## config.mk

```make
export PLATFORM = sky130hd
export DESIGN_NAME = tcc_unit
export DESIGN_NICKNAME = d
export VERILOG_FILES = /design/src/rtl/tcc_pkg.sv /design/src/rtl/tcc_prescaler.sv /design/src/rtl/tcc_timer.sv /design/src/rtl/tcc_edge_detect.sv /design/src/rtl/tcc_ccr.sv /design/src/rtl/tcc_unit.sv
export SDC_FILE = /design/constraint.sdc
export NUM_CORES = 1
export LEC_CHECK = 0
export BUFFER_PORTS_ARGS = -buffer_cell sky130_fd_sc_hd__buf_2
export CAP_MARGIN = 20
export CORE_ASPECT_RATIO = 1.25
export CORE_MARGIN = 5
export CORE_UTILIZATION = 59
export DETAILED_ROUTE_END_ITERATION = 16
export PLACE_DENSITY_LB_ADDON = 0.12
export SLEW_MARGIN = 40
export SYNTH_ARGS = -nofsm -noshare
export SYNTH_HDL_FRONTEND = slang
export SYNTH_SLANG_ARGS = --single-unit
```

## constraint.sdc

```tcl
create_clock -name clk -period 5 [get_ports clk]
set_clock_uncertainty 0.05 [all_clocks]
set_input_delay 0.25 -clock clk [delete_from_list [all_inputs] [get_ports clk]]
set_output_delay 0.25 -clock clk [all_outputs]
set_load 0.05 [all_outputs]
```

## src/rtl/tcc_pkg.sv

```systemverilog
package tcc_pkg;

    localparam int BYTE_W_DEF = 8;
    localparam int PRE_SEL_W  = 2;
    localparam int MODE_W     = 3;
    localparam int EDGE_CNT_W = 4;

    typedef enum logic [MODE_W-1:0] {
        MODE_OFF        = 3'd0,
        MODE_CAP_FALL   = 3'd1,
        MODE_CAP_RISE   = 3'd2,
        MODE_CAP_RISE4  = 3'd3,
        MODE_CAP_RISE16 = 3'd4,
        MODE_COMPARE    = 3'd5
    } mode_e;

    typedef struct packed {
        logic hi;
        logic lo;
    } byte_wr_t;

    typedef struct packed {
        logic rise;
        logic fall;
    } edge_t;

    typedef struct packed {
        logic capture;
        logic match;
    } evt_t;

    function automatic logic mode_is_divided(input logic [MODE_W-1:0] m);
        return (m == MODE_CAP_RISE4) || (m == MODE_CAP_RISE16);
    endfunction

    function automatic logic mode_is_capture(input logic [MODE_W-1:0] m);
        return (m == MODE_CAP_FALL) || (m == MODE_CAP_RISE) || mode_is_divided(m);
    endfunction

    // last value of the rising-edge counter before a divided capture fires
    function automatic logic [EDGE_CNT_W-1:0] edge_limit(input logic [MODE_W-1:0] m);
        return (m == MODE_CAP_RISE16) ? EDGE_CNT_W'(15) : EDGE_CNT_W'(3);
    endfunction

endpackage

```

## src/rtl/tcc_prescaler.sv

```systemverilog
module tcc_prescaler
    import tcc_pkg::*;
#(
    parameter int SEL_W = PRE_SEL_W
) (
    input  logic             clk,
    input  logic             rst,
    input  logic             run,
    input  logic             restart,
    input  logic [SEL_W-1:0] sel,
    output logic             tick
);
    localparam int CNT_W = (1 << SEL_W) - 1;
    localparam logic [CNT_W-1:0] ONES = {CNT_W{1'b1}};

    logic [CNT_W-1:0] cnt_q;
    logic [CNT_W-1:0] mask;

    assign mask = ONES >> (CNT_W - int'(sel));
    assign tick = run && ((cnt_q & mask) == mask);

    always_ff @(posedge clk) begin
        if (rst || restart) begin
            cnt_q <= '0;
        end else if (run) begin
            cnt_q <= cnt_q + 1'b1;
        end
    end

    // undivided setting ticks on every running clock
    assert_full_rate_R2: assert property (@(posedge clk) disable iff (rst)
        (run && sel == '0) |-> tick);

    // no tick while stopped
    assert_no_tick_stopped_R2: assert property (@(posedge clk) disable iff (rst)
        !run |-> !tick);

endmodule

```

## src/rtl/tcc_timer.sv

```systemverilog
module tcc_timer
    import tcc_pkg::*;
#(
    parameter int BYTE_W = BYTE_W_DEF
) (
    input  logic                clk,
    input  logic                rst,
    input  logic                tick,
    input  logic                match,
    input  byte_wr_t            wr,
    input  logic [BYTE_W-1:0]   wdata,
    output logic [2*BYTE_W-1:0] value
);
    localparam int TMR_W = 2 * BYTE_W;

    logic [TMR_W-1:0] cnt_q;

    always_ff @(posedge clk) begin
        if (rst) begin
            cnt_q <= '0;
        end else if (wr.lo || wr.hi) begin
            if (wr.lo) cnt_q[BYTE_W-1:0]     <= wdata;
            if (wr.hi) cnt_q[TMR_W-1:BYTE_W] <= wdata;
        end else if (tick) begin
            cnt_q <= match ? '0 : cnt_q + 1'b1;
        end
    end

    assign value = cnt_q;

    // a compare match sends the timer to zero on the next edge
    assert_wrap_on_match_R8: assert property (@(posedge clk) disable iff (rst)
        (match && !wr.lo && !wr.hi) |=> (value == '0));

    // without tick or write, the timer holds
    assert_hold_idle_R2: assert property (@(posedge clk) disable iff (rst)
        (!tick && !wr.lo && !wr.hi) |=> $stable(value));

endmodule

```

## src/rtl/tcc_edge_detect.sv

```systemverilog
module tcc_edge_detect
    import tcc_pkg::*;
#(
    parameter int CNT_W = EDGE_CNT_W
) (
    input  logic              clk,
    input  logic              rst,
    input  logic              pin,
    input  logic [MODE_W-1:0] mode,
    output logic              capture
);
    logic             sync1_q, sync2_q, prev_q;
    logic [MODE_W-1:0] mode_q;
    logic [CNT_W-1:0] ecnt_q;
    edge_t            edg;
    logic             at_limit;
    logic             mode_changed;

    always_ff @(posedge clk) begin
        if (rst) begin
            sync1_q <= 1'b0;
            sync2_q <= 1'b0;
            prev_q  <= 1'b0;
            mode_q  <= '0;
        end else begin
            sync1_q <= pin;
            sync2_q <= sync1_q;
            prev_q  <= sync2_q;
            mode_q  <= mode;
        end
    end

    assign edg.rise     = sync2_q && !prev_q;
    assign edg.fall     = !sync2_q && prev_q;
    assign mode_changed = (mode != mode_q);
    assign at_limit     = (ecnt_q == CNT_W'(edge_limit(mode)));

    always_ff @(posedge clk) begin
        if (rst || mode_changed) begin
            ecnt_q <= '0;
        end else if (edg.rise && mode_is_divided(mode)) begin
            ecnt_q <= at_limit ? '0 : ecnt_q + 1'b1;
        end
    end

    always_comb begin
        case (mode)
            MODE_CAP_FALL:   capture = edg.fall;
            MODE_CAP_RISE:   capture = edg.rise;
            MODE_CAP_RISE4,
            MODE_CAP_RISE16: capture = edg.rise && at_limit && !mode_changed;
            default:         capture = 1'b0;
        endcase
    end

    // a divided capture resets the edge count
    assert_count_restart_R7: assert property (@(posedge clk) disable iff (rst)
        (capture && mode_is_divided(mode)) |=> (ecnt_q == '0));

    // a mode change restarts the edge count
    assert_mode_restart_R7: assert property (@(posedge clk) disable iff (rst)
        mode_changed |=> (ecnt_q == '0) || $rose(edg.rise));

endmodule

```

## src/rtl/tcc_ccr.sv

```systemverilog
module tcc_ccr
    import tcc_pkg::*;
#(
    parameter int BYTE_W = BYTE_W_DEF
) (
    input  logic                clk,
    input  logic                rst,
    input  byte_wr_t            wr,
    input  logic [BYTE_W-1:0]   wdata,
    input  evt_t                evt,
    input  logic [2*BYTE_W-1:0] tmr,
    input  logic                flag_clr,
    output logic [2*BYTE_W-1:0] ccr,
    output logic                flag
);
    localparam int TMR_W = 2 * BYTE_W;

    logic [TMR_W-1:0] ccr_q;
    logic             flag_q;

    always_ff @(posedge clk) begin
        if (rst) begin
            ccr_q <= '0;
        end else if (wr.lo || wr.hi) begin
            if (wr.lo) ccr_q[BYTE_W-1:0]     <= wdata;
            if (wr.hi) ccr_q[TMR_W-1:BYTE_W] <= wdata;
        end else if (evt.capture) begin
            ccr_q <= tmr;
        end
    end

    always_ff @(posedge clk) begin
        if (rst) begin
            flag_q <= 1'b0;
        end else if (evt.capture || evt.match) begin
            flag_q <= 1'b1;
        end else if (flag_clr) begin
            flag_q <= 1'b0;
        end
    end

    assign ccr  = ccr_q;
    assign flag = flag_q;

    // a capture stores the timer value of its cycle
    assert_capture_loads_R5: assert property (@(posedge clk) disable iff (rst)
        (evt.capture && !wr.lo && !wr.hi) |=> (ccr == $past(tmr)));

    // the flag is sticky without a clear
    assert_flag_sticky_R9: assert property (@(posedge clk) disable iff (rst)
        (flag && !flag_clr) |=> flag);

    // an event beats a simultaneous clear
    assert_event_wins_R9: assert property (@(posedge clk) disable iff (rst)
        (evt.capture || evt.match) |=> flag);

endmodule

```

## src/rtl/tcc_unit.sv

```systemverilog
module tcc_unit
    import tcc_pkg::*;
#(
    parameter int BYTE_W = BYTE_W_DEF,
    parameter int SEL_W  = PRE_SEL_W
) (
    input  logic                clk,
    input  logic                rst,
    input  logic                tmr_run,
    input  logic [SEL_W-1:0]    pre_sel,
    input  logic [MODE_W-1:0]   mode,
    input  logic [BYTE_W-1:0]   wdata,
    input  logic                tmr_wr_lo,
    input  logic                tmr_wr_hi,
    input  logic                ccr_wr_lo,
    input  logic                ccr_wr_hi,
    input  logic                flag_clr,
    input  logic                irq_en,
    input  logic                evt_pin,
    output logic [2*BYTE_W-1:0] tmr_value,
    output logic [2*BYTE_W-1:0] ccr_value,
    output logic                flag,
    output logic                irq
);
    localparam int TMR_W = 2 * BYTE_W;

    byte_wr_t         tmr_wr, ccr_wr;
    logic             tick;
    evt_t             evt;
    logic [TMR_W-1:0] tmr, ccr;

    assign tmr_wr.lo = tmr_wr_lo;
    assign tmr_wr.hi = tmr_wr_hi;
    assign ccr_wr.lo = ccr_wr_lo;
    assign ccr_wr.hi = ccr_wr_hi;

    tcc_prescaler #(.SEL_W(SEL_W)) u_pre (
        .clk     (clk),
        .rst     (rst),
        .run     (tmr_run),
        .restart (tmr_wr_lo || tmr_wr_hi),
        .sel     (pre_sel),
        .tick    (tick)
    );

    // equality comparator, active only in compare mode on a prescaled tick
    assign evt.match = tick && (mode == MODE_COMPARE) && (tmr == ccr);

    tcc_timer #(.BYTE_W(BYTE_W)) u_tmr (
        .clk   (clk),
        .rst   (rst),
        .tick  (tick),
        .match (evt.match),
        .wr    (tmr_wr),
        .wdata (wdata),
        .value (tmr)
    );

    tcc_edge_detect #(.CNT_W(EDGE_CNT_W)) u_edge (
        .clk     (clk),
        .rst     (rst),
        .pin     (evt_pin),
        .mode    (mode),
        .capture (evt.capture)
    );

    tcc_ccr #(.BYTE_W(BYTE_W)) u_ccr (
        .clk      (clk),
        .rst      (rst),
        .wr       (ccr_wr),
        .wdata    (wdata),
        .evt      (evt),
        .tmr      (tmr),
        .flag_clr (flag_clr),
        .ccr      (ccr),
        .flag     (flag)
    );

    assign tmr_value = tmr;
    assign ccr_value = ccr;
    assign irq       = flag && irq_en;

    // pin events never fire outside the capture modes
    assert_pin_ignored_R11: assert property (@(posedge clk) disable iff (rst)
        !mode_is_capture(mode) |-> !evt.capture);

    // outside compare mode a tick always increments the timer
    assert_free_run_R11: assert property (@(posedge clk) disable iff (rst)
        (tick && mode != MODE_COMPARE && !tmr_wr_lo && !tmr_wr_hi)
        |=> (tmr_value == $past(tmr_value) + 1'b1));

    // request follows the flag when enabled
    assert_irq_follow_R10: assert property (@(posedge clk) disable iff (rst)
        (irq_en && $rose(flag)) |-> irq);

endmodule

```

-- After elaboration in Yosys (flattened, before gate mapping)
Index checks and enable logic that the tools add are counted.
Widths: inputs -> output; s select.
- flip-flop bits (word level): 46
- input port bits: 23
- logic and storage cells: 70
- add/subtract/negate cells: 4
- equal/unequal tests: 13
- shift-type cells: 1
- multiplexer cells: 14
- bitwise logic cells: 1
- reductions and logical operators: 26
- operators by type and width (kind ; number):
    $mux 16 ; 5
    $mux 8 ; 4
    $shr 3x32->3 const A ; 1
    $add 16x1->16 const B ; 1
    $eq 16x16->1 ; 1
    $logic_and 1x1->1 ; 9
    $mux 4 ; 2
    $ne 2x2->1 const B ; 4
    $reduce_and 2->1 ; 4
    $eq 3x2->1 const B ; 2
    $eq 3x3->1 const B ; 2
    $logic_or 1x1->1 ; 6
    $reduce_bool 2->1 ; 3
    $add 4x1->4 const B ; 1
    $eq 4x4->1 ; 1
    $add 3x1->3 const B ; 1
    $and 3x3->3 ; 1
    $eq 3x1->1 const B ; 1
    $eq 3x3->1 ; 1
    $logic_not 1->1 ; 3
    $ne 3x3->1 ; 1
    $pmux 1 s3 ; 1
    $sub 2x2->3 const A ; 1
    $mux 1 ; 2
    $reduce_or 2->1 ; 1

-- Logic depth before layout (Yosys ltp)
- depth after elaboration: 10
- mapped depth: 8
- mapped depth without buffers: 7

-- Modules after synthesis
From an unflattened synthesis, not the netlist that was laid out.
- cell total of the unflattened synthesis: 338
- area total of the unflattened synthesis: 2832.7 um^2
- by module, submodules not included (module ; instances ; cells each ; area each (um^2)):
    tcc_timer ; 1 ; 145 ; 1118.6
    tcc_ccr ; 1 ; 106 ; 883.3
    tcc_edge_detect ; 1 ; 46 ; 479.2
    tcc_unit ; 1 ; 25 ; 202.7
    tcc_prescaler ; 1 ; 16 ; 148.9

-- Least setup slack after synthesis
Ideal clock, no wire load.
- path type: register to register
- start point: reg u_tmr.cnt_q[5] (netlist: u_tmr.value[5])
- end point: reg u_tmr.cnt_q[15] (netlist: u_tmr.value[15])
- library setup time: 0.114 ns
- arrival time: 2.122 ns
- data required time: 4.836 ns
- setup slack: 2.714 ns
- stages on the path, launching flop included: 8
- path buffers: 1
- clock period less this slack: 2.286 ns
- path through: dfxtp_1 buf_2 nand3_1 or2_1 nor3_1 nand4_1 a21o_1 a21o_1
- longest elaborated chain between the ends: 5
- elaborated cells between the ends (all ways): 6
- those cells by class: add/sub (1); eq/ne (1); mux (3); reduce/logical (1)
- ends and longest elaborated chain (item ; RTL line ; text):
    start, declared ; tcc_timer.sv:16 ; logic [TMR_W-1:0] cnt_q;
    start signal, assigned by index ; tcc_timer.sv:22 ; if (wr.lo) cnt_q[BYTE_W-1:0] <= wdata;
    start signal, assigned by index ; tcc_timer.sv:23 ; if (wr.hi) cnt_q[TMR_W-1:BYTE_W] <= wdata;
    start signal, assigned ; tcc_timer.sv:25 ; cnt_q <= match ? '0 : cnt_q + 1'b1;
    parallel branches: the longest is 2 deep, another holds $add 16x1->16 ; n/a ;
    $mux 16 (*) ; tcc_timer.sv:25 ;
    $mux 16 (*) ; tcc_timer.sv:24 ; end else if (tick) begin
    $mux 16 (*) ; tcc_timer.sv:21 ; end else if (wr.lo || wr.hi) begin
Every way passes the cells marked *. The select of a mux whose other input is x is not followed.
A chain may end at the register's enable or synchronous reset.

-- Final worst setup path
- start point: reg u_pre.cnt_q[2]
- end point: reg u_tmr.cnt_q[4] (netlist: u_tmr.value[4])
- longest elaborated chain between the ends: 8
- elaborated cells between the ends (all ways): 10
- those cells by class: eq/ne (1); mux (3); bitwise (1); reduce/logical (5)
- ends and longest elaborated chain (item ; RTL line ; text):
    start, declared ; tcc_prescaler.sv:16 ; logic [CNT_W-1:0] cnt_q;
    start signal, assigned ; tcc_prescaler.sv:26 ; cnt_q <= cnt_q + 1'b1;
    $and 3x3->3 (*) ; tcc_prescaler.sv:20 ; assign tick = run && ((cnt_q & mask) == mask);
    $eq 3x3->1 (*) ; tcc_prescaler.sv:20 ;
    $logic_and 1x1->1 (*) ; tcc_prescaler.sv:20 ;
    $logic_and 1x1->1 (2 in a row) ; tcc_unit.sv:47 ; assign evt.match = tick && (mode == MODE_COMPARE) && (tmr == ccr);
    $mux 16 ; tcc_timer.sv:25 ;
    $mux 16 ; tcc_timer.sv:24 ;
    $mux 16 ; tcc_timer.sv:21 ;
Every way passes the cells marked *; elsewhere a longest branch is shown, timed or not. The select of a mux whose other input is x is not followed.

==> key figures <==
Outcome
  – Status: finished clean

Global routing
  – Overflow after GRT: 0
  – Largest net degree at the start of global routing: 42
  – Initial antenna violation count: 0
  – First-pass GRT wire length: 11,900 um
  – Vias in the first global route: 2,410
  – All-Layer GR Usage: 0.243

Route
  – Post-route ant nets: 0
  – Avg WL per Cell: 17.2 um
  – Vias: 2,585
  – DRC Markers: 0
  – Drt first-iter violations: 160
  – Pre-antenna DRT Iters: 5
  – Via-to-Cell Ratio: 6.15
  – Met2 wire length: 3650 um
  – Top layer reached by signal wires: met4
  – Final WL: 7220 um
  – WL met3: 481 um
  – M1 WL: 2930 um

CTS
  – CTS max path bufs: 2
  – Clock root cell: clkbuf_8
  – Clock sink total: 46
  – H-tree levels: 2
  – Post CTS Setup Buffer Count: 0
  – Clock transition at path regs: 0.08 ns
  – Worst skew pair latency: 0.30 ns
  – # resized after CTS: 0
  – TritonCTS Buffers: 5
  – CTS tree: built
  – Hold bufs inserted after CTS: 0

Synthesis
  – Cells after synthesis: 315
  – Synth Flop Type: dfxtp_1
  – Register area share after synthesis: 0.345
  – Yosys cell types: 55
  – Synthesized area: 0.00267 sq mm
  – Async SR Flop Fraction: 0
  – Synthesized area per cell: 8.48 sq um
  – Post-synth EDFFs: 0
  – Post-synthesis register bit count: 46
  – Ys Warns: 0
  – Syn_nets: 341

Worst setup path
  – Crit end category: register
  – CP max FO: 6
  – Worst EP arrival: 2.42 ns
  – Slowest CP cell: a211oi_1
  – Worst-path cell chain: nand2b_1 -> a21boi_1 -> nor4_1 -> and3_1 -> a211oi_1 -> a22o_1
  – Setup CP Type: reg2reg
  – Buf/Inv on CP: 0
  – CP peak stage delay: 0.58 ns
  – WP data required: 5.19 ns
  – CP delay by family, top: compound AO/OA/AOI/OAI gates
  – Startpoint types: register

Final layout
  – Proportion of layout cells with a drive suffix above 1: 0.213
  – Nets: 387
  – Antenna Cells: 0
  – Layout area overhead: 13.9%

Timing
  – Final WS setup: 2.77 ns
  – Max Fclk: 447 MHz
  – Period minus WS final: 2.23 ns
  – Least-Margin Pin Slew: 0.816 ns
  – Endpoints failing hold: 0
  – RSZ-0062 raised after global routing: no
  – Normalized max-slew margin: 0.456
  – Fin crit share: 0.447
  – Fin Setup TNS: 0 ns
  – Final-report setup violation count: 0
  – Final Slew Violations: 0

Pwr
  – Pleak: 1.24 nW
  – Power Total: 0.873 mW
  – Pwr per Cell Area: 287 mW/mm^2
  – Maximum VDD drop: 205 uV

Floorplan
  – Die Y: 85.2 um
  – IO Count: 57
  – Die Area: 0.00598 sq mm
  – Core footprint: 0.00439 sq mm
  – Rows: 27
  – Initial Utilization: 0.608
  – Die span in x: 70.2 um

Place
  – Port Buffer Count: 56
  – Placer Congestion: 0.887
  – Dpl ws: 2.78 ns
  – Final HPWL DP: 5410 um

Min path
  – HP Class: in2reg

Run
  – Maxcap violations: 0
-- per-stage QoR --
| stage | std cells | hold slack, ns | instance area [sq um] | util |
|---|---|---|---|---|
| global placement | 412 | 0.369 | 2940 | 0.670 |
| floorplan | 315 | 0.318 | 2670 | - |
| finish | 420 | 0.121 | 3040 | 0.692 |
| detailed placement | 412 | 0.397 | 2940 | 0.670 |
| CTS | 420 | 0.122 | 3040 | 0.691 |
| global route | 420 | 0.140 | 3040 | 0.692 |
-- cells by family (layout without fill, tap and decap cells) --
group | Yosys count | after routing | share of synthesized area
buffers and inverters | 21 | 68 | 0.0365
XOR/XNOR | 26 | 26 | 0.0853
AO/OA/AOI/OAI | 89 | 89 | 0.259
flip-flops | 46 | 46 | 0.345
adder cells (fa/ha/maj) | 3 | 3 | 0.0141
AND/OR/NAND/NOR | 127 | 127 | 0.247
multiplexers | 3 | 3 | 0.0131
-- cell usage in the layout (no fill, tap or decap), types with 8 or more instances in the layout --
master,count
a21oi_1,22
a211oi_1,13
nand4_1,10
xnor2_1,18
nor2b_1,15
nand3_1,9
nor2_1,39
xor2_1,8
dfxtp_1,46
buf_2,56
nand2_1,18
-- report_power, final --
group          switching (mW)  leakage (nW)  total (mW)  internal (mW)
Clock                   0.120        0.0482       0.231          0.112
Combinational           0.149         0.814       0.221         0.0720
Sequential             0.0327         0.379       0.421          0.388
-- synthesized netlist by cell type, drive strengths merged (4+ instances only) --
cell type  count  area share
nor3           7       0.013
nor2          39       0.055
nor2b         15       0.035
and3           5       0.012
nand3          9       0.017
o21ai          4      0.0075
a22o           7       0.023
buf            5       0.014
a211oi        17       0.055
o2bb2ai        4       0.013
xnor2         18       0.059
clkbuf        13       0.018
nand4         10       0.023
o22ai          7       0.016
a21oi         23       0.047
nand2         18       0.025
nand2b         6       0.014
xor2           8       0.026
dfxtp         46        0.34
-- worst paths after layout --
check                                                  from                     endpoint  slack (ns)  cells after the start
worst max register to register  u_pre.cnt_q[2]$_SDFFE_PP0P_  u_tmr.value[4]$_SDFFE_PP0P_        2.77                      6
worst min register to register    u_edge.sync1_q$_SDFF_PP0_    u_edge.sync2_q$_SDFF_PP0_        0.40                      1
worst max-delay path            u_pre.cnt_q[2]$_SDFFE_PP0P_  u_tmr.value[4]$_SDFFE_PP0P_        2.77                      6
worst min-delay path                                evt_pin    u_edge.sync1_q$_SDFF_PP0_        0.12                      2
-- metal layers --
metal  global-route usage  vias to the layer above
met3               0.0509                       12
li1                     -                     1245
met1                0.292                     1212
met5                    0                        -
met2                0.431                      116
met4               0.0784                        0
-- sequential cells by signal (all words and copies together) (netlist names) --
signal,count
u_edge.mode_q,3
u_edge.ecnt_q,4
u_ccr.ccr,16
u_edge.prev_q,1
u_ccr.flag,1
u_tmr.value,16
u_edge.sync1_q,1
u_pre.cnt_q,3
u_edge.sync2_q,1
-- area by class of cell --
| cell class | count | area [sq um] |
|---|---|---|
| flip-flops and latches | 46 | 921 |
| inverters | 3 | 11.3 |
| multi-input cells | 248 | 1660 |
| fillers | 374 | 1350 |
| clock buffers | 7 | 86.3 |
| repair buffers | 57 | 288 |
| well taps | 58 | 72.6 |
| clock inverters | 1 | 5.00 |
Power figures use the tool's default switching activity.
